## config.mk

```make
export PLATFORM = sky130hd
export DESIGN_NAME = clk_class_replay_ctrl
export DESIGN_NICKNAME = d
export VERILOG_FILES = /design/src/rtl/ccr_pkg.sv /design/src/rtl/ccr_sample_cmp.sv /design/src/rtl/ccr_replay_fsm.sv /design/src/rtl/ccr_class_sel.sv /design/src/rtl/clk_class_replay_ctrl.sv
export SDC_FILE = /design/constraint.sdc
export NUM_CORES = 1
export LEC_CHECK = 0
export CAP_MARGIN = 40
export CORE_ASPECT_RATIO = 0.5
export CORE_MARGIN = 5
export CORE_UTILIZATION = 36
export CTS_CLUSTER_DIAMETER = 60
export DETAILED_ROUTE_END_ITERATION = 7
export PLACE_DENSITY_LB_ADDON = 0.12
export SLEW_MARGIN = 20
export SYNTH_ARGS = -nofsm -noshare
export SYNTH_HDL_FRONTEND = slang
export SYNTH_HIERARCHICAL = 1
export SYNTH_SLANG_ARGS = --single-unit
```

## constraint.sdc

```tcl
create_clock -name clk -period 2.22 [get_ports clk]
set_input_delay 0.444 -clock clk [delete_from_list [all_inputs] [get_ports clk]]
set_output_delay 0.444 -clock clk [all_outputs]
set_load 0.01 [all_outputs]
```

## src/rtl/ccr_pkg.sv

```systemverilog
package ccr_pkg;

    localparam int unsigned WORST_PS = 4000;

    typedef enum logic [1:0] {
        ST_RUN  = 2'd0,
        ST_WAIT = 2'd1,
        ST_EXEC = 2'd2
    } replay_st_e;

    typedef struct packed {
        logic valid;
        logic viol;
    } ex_chk_t;

    // Upper delay bound of a class; the top index is always the worst case.
    function automatic int unsigned class_period_ps(int unsigned n, int unsigned idx);
        int unsigned r;
        if (idx + 1 >= n) begin
            r = WORST_PS;
        end else begin
            case (n)
                2:       r = 2200;
                3:       r = (idx == 0) ? 1800 : 2600;
                4:       r = 1000 * (idx + 1);
                default: r = (WORST_PS * (idx + 1)) / n;
            endcase
        end
        return r;
    endfunction

endpackage

```

## src/rtl/ccr_sample_cmp.sv

```systemverilog
module ccr_sample_cmp
    import ccr_pkg::*;
#(
    parameter int DATA_W = 32
) (
    input  logic              ex_valid,
    input  logic [DATA_W-1:0] samp_fast,
    input  logic [DATA_W-1:0] samp_safe,
    output ex_chk_t           chk
);
    always_comb begin
        chk.valid = ex_valid;
        chk.viol  = ex_valid && (samp_fast != samp_safe);
    end
endmodule

```

## src/rtl/ccr_replay_fsm.sv

```systemverilog
module ccr_replay_fsm
    import ccr_pkg::*;
#(
    parameter int PENALTY = 4,
    parameter int CNT_W   = 16
) (
    input  logic             clk,
    input  logic             rst,
    input  ex_chk_t          chk,
    output logic             take_pred,
    output logic             busy,
    output logic             flush,
    output logic             commit,
    output logic [CNT_W-1:0] commit_cnt,
    output logic [CNT_W-1:0] replay_cnt
);
    localparam int WAIT_W = (PENALTY > 1) ? $clog2(PENALTY + 1) : 1;

    replay_st_e        st, st_n;
    logic [WAIT_W-1:0] wcnt, wcnt_n;
    logic              flush_n, commit_n;

    always_comb begin
        st_n     = st;
        wcnt_n   = wcnt;
        flush_n  = 1'b0;
        commit_n = 1'b0;
        unique case (st)
            ST_RUN: begin
                if (chk.valid) begin
                    if (chk.viol) begin
                        st_n    = ST_WAIT;
                        wcnt_n  = WAIT_W'(PENALTY - 1);
                        flush_n = 1'b1;
                    end else begin
                        commit_n = 1'b1;
                    end
                end
            end
            ST_WAIT: begin
                if (wcnt == '0) st_n = ST_EXEC;
                else            wcnt_n = wcnt - WAIT_W'(1);
            end
            ST_EXEC: begin
                if (chk.valid) begin
                    commit_n = 1'b1;
                    st_n     = ST_RUN;
                end
            end
            default: st_n = ST_RUN;
        endcase
    end

    assign take_pred = (st == ST_RUN) && !chk.viol;
    assign busy      = (st != ST_RUN);

    always_ff @(posedge clk) begin
        if (rst) begin
            st         <= ST_RUN;
            wcnt       <= '0;
            flush      <= 1'b0;
            commit     <= 1'b0;
            commit_cnt <= '0;
            replay_cnt <= '0;
        end else begin
            st     <= st_n;
            wcnt   <= wcnt_n;
            flush  <= flush_n;
            commit <= commit_n;
            if (commit_n) commit_cnt <= commit_cnt + CNT_W'(1);
            if (flush_n)  replay_cnt <= replay_cnt + CNT_W'(1);
        end
    end
endmodule

```

## src/rtl/ccr_class_sel.sv

```systemverilog
module ccr_class_sel
    import ccr_pkg::*;
#(
    parameter int NUM_CLASSES = 3,
    parameter int CLS_W       = 2,
    parameter int PERIOD_W    = 13
) (
    input  logic                clk,
    input  logic                rst,
    input  logic                pred_valid,
    input  logic [CLS_W-1:0]    pred_class,
    input  logic                take_pred,
    output logic [CLS_W-1:0]    clk_sel,
    output logic [PERIOD_W-1:0] period_ps
);
    localparam logic [CLS_W-1:0] WORST = CLS_W'(NUM_CLASSES - 1);

    logic [CLS_W-1:0] clamped, sel_n;

    assign clamped = (int'(pred_class) >= NUM_CLASSES) ? WORST : pred_class;
    assign sel_n   = (pred_valid && take_pred) ? clamped : WORST;

    always_ff @(posedge clk) begin
        if (rst) clk_sel <= WORST;
        else     clk_sel <= sel_n;
    end

    assign period_ps = PERIOD_W'(class_period_ps(NUM_CLASSES, int'(clk_sel)));
endmodule

```

## src/rtl/clk_class_replay_ctrl.sv

```systemverilog
module clk_class_replay_ctrl
    import ccr_pkg::*;
#(
    parameter int NUM_CLASSES = 3,
    parameter int DATA_W      = 32,
    parameter int PENALTY     = 4,
    parameter int CNT_W       = 16,
    parameter int PERIOD_W    = 13,
    localparam int CLS_W      = (NUM_CLASSES > 2) ? $clog2(NUM_CLASSES) : 1
) (
    input  logic                clk,
    input  logic                rst,
    input  logic                pred_valid,
    input  logic [CLS_W-1:0]    pred_class,
    input  logic                ex_valid,
    input  logic [DATA_W-1:0]   samp_fast,
    input  logic [DATA_W-1:0]   samp_safe,
    output logic [CLS_W-1:0]    clk_sel,
    output logic [PERIOD_W-1:0] period_ps,
    output logic                flush,
    output logic                commit,
    output logic                replay_busy,
    output logic [CNT_W-1:0]    commit_cnt,
    output logic [CNT_W-1:0]    replay_cnt
);
    ex_chk_t chk;
    logic    take_pred;

    ccr_sample_cmp #(.DATA_W(DATA_W)) u_cmp (
        .ex_valid (ex_valid),
        .samp_fast(samp_fast),
        .samp_safe(samp_safe),
        .chk      (chk)
    );

    ccr_replay_fsm #(.PENALTY(PENALTY), .CNT_W(CNT_W)) u_fsm (
        .clk       (clk),
        .rst       (rst),
        .chk       (chk),
        .take_pred (take_pred),
        .busy      (replay_busy),
        .flush     (flush),
        .commit    (commit),
        .commit_cnt(commit_cnt),
        .replay_cnt(replay_cnt)
    );

    ccr_class_sel #(.NUM_CLASSES(NUM_CLASSES), .CLS_W(CLS_W), .PERIOD_W(PERIOD_W)) u_sel (
        .clk       (clk),
        .rst       (rst),
        .pred_valid(pred_valid),
        .pred_class(pred_class),
        .take_pred (take_pred),
        .clk_sel   (clk_sel),
        .period_ps (period_ps)
    );
endmodule

```

# Word level (Yosys, flattened, before mapping)
# Index checks and enable logic that the tools add are counted.
dict set report op_classes {
  bitwise_logic 1
  mux 18
  n_addsub 4
  reduce_logical 12
  magnitude_cmp 2
  n_eq_ne 8
}
# operator n
set ops {}
lappend ops {{$add 16x1->16 const B} 2}
lappend ops {{$ge 32x2->1 const B} 1}
lappend ops {{$ne 32x32->1} 1}
lappend ops {{$mux 13} 1}
lappend ops {{$mux 12} 1}
lappend ops {{$mux 3} 3}
lappend ops {{$mux 2} 4}
lappend ops {{$reduce_and 4->1} 2}
lappend ops {{$mux 1} 6}
lappend ops {{$ne 2x2->1 const B} 3}
lappend ops {{$pmux 2 s3} 1}
lappend ops {{$pmux 3 s2} 1}
lappend ops {{$logic_not 2->1} 2}
lappend ops {{$ne 2x1->1 const B} 2}
lappend ops {{$reduce_bool 2->1} 2}
lappend ops {{$add 2x1->3 const B} 1}
lappend ops {{$logic_and 1x1->1} 3}
lappend ops {{$logic_not 3->1} 1}
lappend ops {{$reduce_or 3->1} 1}
lappend ops {{$sub 3x1->3 const B} 1}
lappend ops {{$eq 2x1->1 const B} 1}
lappend ops {{$eq 2x2->1 const B} 1}
lappend ops {{$ge 2x2->1 const B} 1}
lappend ops {{$pmux 1 s2} 1}
lappend ops {{other kinds (2)} 2}
dict set report word_totals {
  out_inout_bits 50
  inputBits 70
  elab_cells 52
  regBits 41
}

# Depth between registers and ports, before layout
# Gate-level depths: netlist of run 1.
dict set report depth {
  depth_word 7
  ltp_mapped 10
  mapped_depth_nobuf 8
}

# Cells and area by module
# The synthesis of run 1 kept the hierarchy.
# mod seq_area_each_um2 area_each_um2 cells_each instances
set modules_own_cells {}
lappend modules_own_cells {ccr_replay_fsm 780.7 1809.2 207 1}
lappend modules_own_cells {ccr_sample_cmp 0.0 357.8 44 1}
lappend modules_own_cells {ccr_class_sel 40.0 170.2 20 1}

# Least setup slack after synthesis of run 1
# Ideal clock, no wire load.
dict set report synth_timing {
  path_kind {input to register}
  startpoint {input samp_safe[11]}
  endpoint {register u_fsm.commit_cnt[13]}
  stages 10
  arrival_ps 2329
  path_buffers 2
  setup_ps 70
  required_time_ps 2150
  slack_ps -180
  cell_sequence {xnor2_1 nand4_1 nor4_1 a21boi_1 nor2b_1 buf_6 or3_1 buf_2 or4_1 a21oi_1}
}
# item line_no
set synth_rtl {}
lappend synth_rtl {{start, declared} clk_class_replay_ctrl.sv:17} ;# input logic [DATA_W-1:0] samp_safe,
lappend synth_rtl {{end signal, assigned} ccr_replay_fsm.sv:70} ;# if (commit_n) commit_cnt <= commit_cnt + CNT_W'(1);
lappend synth_rtl {{end, declared} ccr_replay_fsm.sv:14} ;# output logic [CNT_W-1:0] commit_cnt,

==> results of run 1 <==
## final timing paths
check	startpoint	endpoint	slack, ns	depth (start not counted)
worst max-delay path	samp_safe[11]	u_fsm/commit_cnt[9]	-0.07	10
worst min-delay path	u_fsm/wcnt[0]	u_fsm/wcnt[0]	0.49	1
worst max register to register	u_fsm/commit_cnt[0]	u_fsm/commit_cnt[10]	0.47	5
worst min register to register	u_fsm/wcnt[0]	u_fsm/wcnt[0]	0.49	1
## timing repair
item	4_1_cts	5_1_grt
gates resized for setup	183	64
hold buffers	0	0
setup buffers	2	5
endpoints found under the setup margin	38	18
pin swaps	52	40
## metal layers
layer  share of wire (%)  wire, um  vias up
met1                  40      2880     1077
met5                   0         0        -
li1                    -         -     1173
met2                  52      3730       66
met3                 6.8       485        4
met4                0.42        30        0
## critical path, stage by stage
cell and delay (ns):
clkbuf_2 0.10, xnor2_2 0.14, nand4_1 0.17, nor4_4 0.38, a21boi_2 0.11, nor2b_4 0.15, or3_4 0.39, buf_6 0.14
or3_4 0.36, a21oi_2 0.13
## Yosys cell counts
| library cell | n |
|---|---|
| nor4_4 | 1 |
| or3_1 | 6 |
| mux2_1 | 3 |
| nor3b_1 | 1 |
| nor2_2 | 1 |
| clkbuf_1 | 7 |
| xor2_1 | 3 |
| a21boi_1 | 1 |
| nand3_1 | 9 |
| a31o_1 | 3 |
| buf_6 | 1 |
| buf_4 | 10 |
| or4_1 | 4 |
| dfxtp_1 | 41 |
| and4_1 | 3 |
| o21ai_0 | 5 |
| conb_1 | 2 |
| nand4bb_4 | 1 |
| nor4_2 | 1 |
| nor2b_1 | 6 |
| nand2b_4 | 1 |
| nand4_1 | 13 |
| a211oi_1 | 1 |
| inv_1 | 10 |
| nor4_1 | 6 |
| buf_2 | 2 |
| ha_1 | 4 |
| o31ai_1 | 4 |
| a21oi_1 | 13 |
| xnor2_1 | 46 |
| nand2b_1 | 5 |
| a221oi_1 | 1 |
| nor4bb_1 | 2 |
| a31oi_1 | 1 |
| nand2_1 | 11 |
| nand4bb_1 | 1 |
| nor3_1 | 8 |
| and3_1 | 1 |
| nor2_1 | 30 |
| or2_2 | 2 |
## cell families after synthesis
| group | after synthesis | share of synthesized area [%] |
|---|---|---|
| and+or+nand+nor | 113 | 28.2 |
| xor gates and xnor gates | 49 | 18.4 |
| DFF | 41 | 35.1 |
| buffers and inverters | 30 | 6.85 |
| AOI/OAI and AO/OA | 29 | 7.55 |
| adders and majority gates | 4 | 2.14 |
| muxes | 3 | 1.45 |
| other | 2 | 0.321 |
## flip-flops by register name, summed over array words and instances, names as in the netlist
register,cells
u_fsm/commit,1
u_sel/clk_sel,2
u_fsm/wcnt,3
u_fsm/st,2
u_fsm/flush,1
u_fsm/commit_cnt,16
u_fsm/replay_cnt,16
## metrics by stage
step | utilization [%] | area [um2] | cells
after global routing | 61.9 | 3830 | 485
final | 61.9 | 3830 | 485
after detailed placement | 58.2 | 3600 | 474
after CTS | 61.3 | 3790 | 482
after global placement | 58.1 | 3590 | 473
after floorplan | - | 2360 | 276
## area by class of cell
type                    count  area, um2  area share (%)
well taps                  88        110            2.88
clock inverters             1       5.00           0.131
multi-input cells         205       1580            41.3
repair buffers            135       1150            30.0
flip-flops and latches     41        821            21.4
clock buffers               5        125            3.27
inverters                  10       37.5           0.980
## power by group
| part | switching [mW] | internal (mW) | leakage, nW | total (mW) |
|---|---|---|---|---|
| clock network | 0.273 | 0.401 | 0.0655 | 0.674 |
| logic | 0.136 | 0.196 | 1.10 | 0.332 |
| registers | 0.0142 | 0.750 | 0.332 | 0.764 |
| total | 0.423 | 1.35 | 1.49 | 1.77 |
==> results.json, run 1 <==
{
  "status": "finished with violations",
  "violations": "setup timing",
  "synthCells": 271,
  "drc": 0,
  "period_needed_ns": 2.29,
  "avgSynthCellArea_um2": 8.62,
  "die-area_mm2": 0.00830,
  "ys_ff_latch": 41,
  "critical_path.endpoint_type": "flip-flop",
  "dieHeight_um": 67.0,
  "firstDrtPassIters": 4,
  "groute.layer.met1.usage_pct": 18.4,
  "grt_start_max_net_pins": 19,
  "cp.arrival_ns": 2.51,
  "tightest_slew_ns": 0.557,
  "cts-root-buf": "clkbuf_16",
  "maxSlewHeadroom_pct": 62.8,
  "core.rowCount": 20,
  "start_util_pct": 37.8,
  "num_vias": 2320,
  "drt_iter0_drc": 65,
  "gp_congestion": 0.769,
  "max_cap_violations": 0,
  "max_freq_mhz": 437,
  "gr-total-overflow": 0,
  "rsz0062_at_grt": "true",
  "ys_seq_area_share_pct": 35.1,
  "via_per_inst": 4.78,
  "finalMaxSlewViolations": 0,
  "core_mm2": 0.00618,
  "p_leak_nw": 1.49,
  "layout_setup_ws_ns": -0.0709,
  "powerDensity_mw_per_mm2": 463,
  "ys_warn_count": 6,
  "gr-usage-all-layers_pct": 17.1,
  "syn_to_final_growth_pct": 63.8,
  "pre_cts_ws_ns": -0.971,
  "wire_per_inst_um": 14.7,
  "hold_violations": 0,
  "cp.required_ns": 2.44,
  "worstSetupPathType": "in2reg",
  "gr-usage-met2_pct": 33.2,
  "final_cell_mix": "clkdlybuf4s50_1 (47), dfxtp_1 (41), xnor2_1 (32)",
  "cts_tree": "built",
  "synthTopCellsByArea": "dfxtp_1 (35%), xnor2_1 (17%), nor2_1 (4.8%)",
  "grt_pass1_wl_um": 11100,
  "numCtsBuffers": 5,
  "dp_hpwl_um": 5500,
  "nFillCells": 545,
  "layout_commonest_cell": "clkdlybuf4s50_1",
  "use_met3_pct": 4.33,
  "routed_wirelength_um": 7130,
  "ir_worst_vdd_uv": 288,
  "hold_class": "reg2reg",
  "clockBufferDepth": 2,
  "grt_most_used_layer": "met2",
  "power.total_mw": 1.77,
  "path_clk_slew_ns": 0.06,
  "fin_crit_sh_pct": 103,
  "syn_area_mm2": 0.00234,
  "port_buffers": 112,
  "diodes": 0,
  "clock_latency_ns": 0.28,
  "cp_max_fo": 4,
  "setup_tns_ns": -0.204,
  "finalClockSkew_ns": 0.00292,
  "whs_ns": 0.489,
  "synth_top_area_share_pct": 35.1,
  "finalSetupViolCount": 4,
  "drive_above_1_share_pct": 28.5,
  "die_w_um": 124,
  "io_pins": 120,
  "antenna_found_initial": 0,
  "grt_pass1_vias": 2291,
  "drtAntennaViolNets": 0,
  "nets": 472,
  "synth_area_leader_cell": "dfxtp_1",
  "cts_htree_levels": 2,
  "netlist-cell-type-count": 40,
  "critPathLaunchType": "primary input",
  "clock_sinks": 41
}
(Power assumes the default switching activity.)
==> run 2: changes to the inputs <==
- CAP_MARGIN: 40 -> 20
- PLACE_DENSITY_LB_ADDON: 0.12 -> 0.05
==> results.json, run 2 (synthesis gave the netlist of run 1 again) <==
{
  "die-area_mm2": 0.00830,
  "finalMaxSlewViolations": 0,
  "swShare_pct": 22.6,
  "combinationalPowerShare_pct": 16.3,
  "power.switching_uw": 437,
  "gp_congestion": 0.727,
  "syn_to_final_growth_pct": 59.3,
  "grt_pass1_wl_um": 11000,
  "core_mm2": 0.00618,
  "cts_htree_levels": 2,
  "die_w_um": 124,
  "numCtsBuffers": 5,
  "diodes": 0,
  "clock_sinks": 41,
  "pre_cts_ws_ns": -0.969,
  "place_inst": 469,
  "wire_per_inst_um": 14.3,
  "port_buffers": 112,
  "seq_power_share_pct": 39.6,
  "finalSetupViolCount": 4,
  "dieHeight_um": 67.0,
  "intPower_mw": 1.50,
  "hold_violations": 0,
  "violations": "setup timing",
  "clockBufferDepth": 2,
  "grt_pass1_vias": 2295,
  "drt_iter0_drc": 85,
  "p_leak_nw": 1.46,
  "start_util_pct": 37.8,
  "max_freq_mhz": 437,
  "finalClockSkew_ns": 0.00297,
  "setup_tns_ns": -0.145,
  "postCtsHoldBufs": 0,
  "rsz0062_at_grt": "true",
  "whs_ns": 0.494,
  "gr-usage-all-layers_pct": 16.7,
  "critical_path.endpoint_type": "flip-flop",
  "cp_max_fo": 5,
  "io_pins": 120,
  "fin_crit_sh_pct": 103,
  "ir_worst_vdd_uv": 264,
  "clock_power_share_pct": 44.0,
  "final_cell_mix": "clkdlybuf4s50_1 (47), dfxtp_1 (41), xnor2_1 (40)",
  "layout_commonest_cell": "clkdlybuf4s50_1",
  "drtAntennaViolNets": 0,
  "routed_wirelength_um": 6890,
  "drc": 0,
  "core.rowCount": 20,
  "gr-total-overflow": 0,
  "dp_hpwl_um": 5180,
  "critPathLaunchType": "primary input",
  "drive_above_1_share_pct": 30.0,
  "design_area_mm2": 0.00372,
  "antenna_found_initial": 0,
  "top_regs": "u_fsm/commit_cnt: 16 flops, u_fsm/replay_cnt: 16 flops, u_fsm/wcnt: 3 flops",
  "cts-root-buf": "clkbuf_16",
  "power.total_mw": 1.93,
  "layout_setup_ws_ns": -0.0670,
  "period_needed_ns": 2.29,
  "path_clk_slew_ns": 0.06,
  "hold_class": "reg2reg",
  "cp.arrival_ns": 2.50,
  "cp.required_ns": 2.44,
  "place_area_mm2": 0.00357,
  "stdcell_count": 481,
  "firstDrtPassIters": 5,
  "final_util_pct": 60.2,
  "via_per_inst": 4.79,
  "status": "finished with violations",
  "nets": 466,
  "max_cap_violations": 0,
  "grt_start_max_net_pins": 47,
  "cts_tree": "built",
  "powerDensity_mw_per_mm2": 519,
  "clock_latency_ns": 0.28,
  "worstSetupPathType": "in2reg",
  "num_vias": 2303
}
## run 2: cell count changes in the layout (fill, tap and decap cells not counted), moves of 3 or more
cell / change
buf_4: -5
clkbuf_2: +18
clkdlybuf4s15_1: -15
buf_2: +3
buf_6: -11
xnor2_1: +8
xnor2_2: -9
## run 2: final timing paths
| kind | from | slack (ns) | endpoint | depth (start not counted) |
|---|---|---|---|---|
| max | samp_fast[7] | -0.07 | u_fsm/commit_cnt[11] | 10 |
| min reg2reg | u_fsm/wcnt[0] | 0.49 | u_fsm/wcnt[0] | 1 |
| min | u_fsm/wcnt[0] | 0.49 | u_fsm/wcnt[0] | 1 |
| max reg2reg | u_fsm/replay_cnt[3] | 0.41 | u_fsm/replay_cnt[15] | 4 |
## run 2: area by class of cell
cell class	instances	area (um2)
inverters	10	37.5
clock inverters	1	30.0
well taps	88	110
repair buffers	129	1010
flip-flops and latches	41	821
fillers	563	2460
clock buffers	7	143
multi-input cells	205	1570
## run 2: what timing repair did
item / CTS / global route
pin swaps: 49 / 44
gates resized for setup: 171 / 86
endpoints found under the setup margin: 39 / 29
buffers inserted: 4 / 3
## run 2: power groups by stage
stage	combinational, mW	sequential, mW	clock (mW)
2_1_floorplan	0.149	0.781	0
3_3_place_gp	0.320	0.779	0
3_5_place_dp	0.327	0.780	0
4_1_cts	0.313	0.765	0.876
5_1_grt	0.345	0.768	0.910
6_report	0.316	0.765	0.851
## run 2: per-layer routing
metal	part of all wire, %	global-route usage (%)	wire length, um
met1	42	18.2	2870
met5	0	0	0
met4	1.2	5.05	81
met3	7.4	4.66	510
met2	50	31.4	3420
## run 2: worst max-delay path, cell delays in order
cell      delay [ns]
buf_2           0.11
xnor2_2         0.15
nand4_1         0.17
nor4_4          0.40
a21boi_4        0.10
nor2b_4         0.14
or3_4           0.39
buf_6           0.14
or3_1           0.33
a21oi_1         0.12
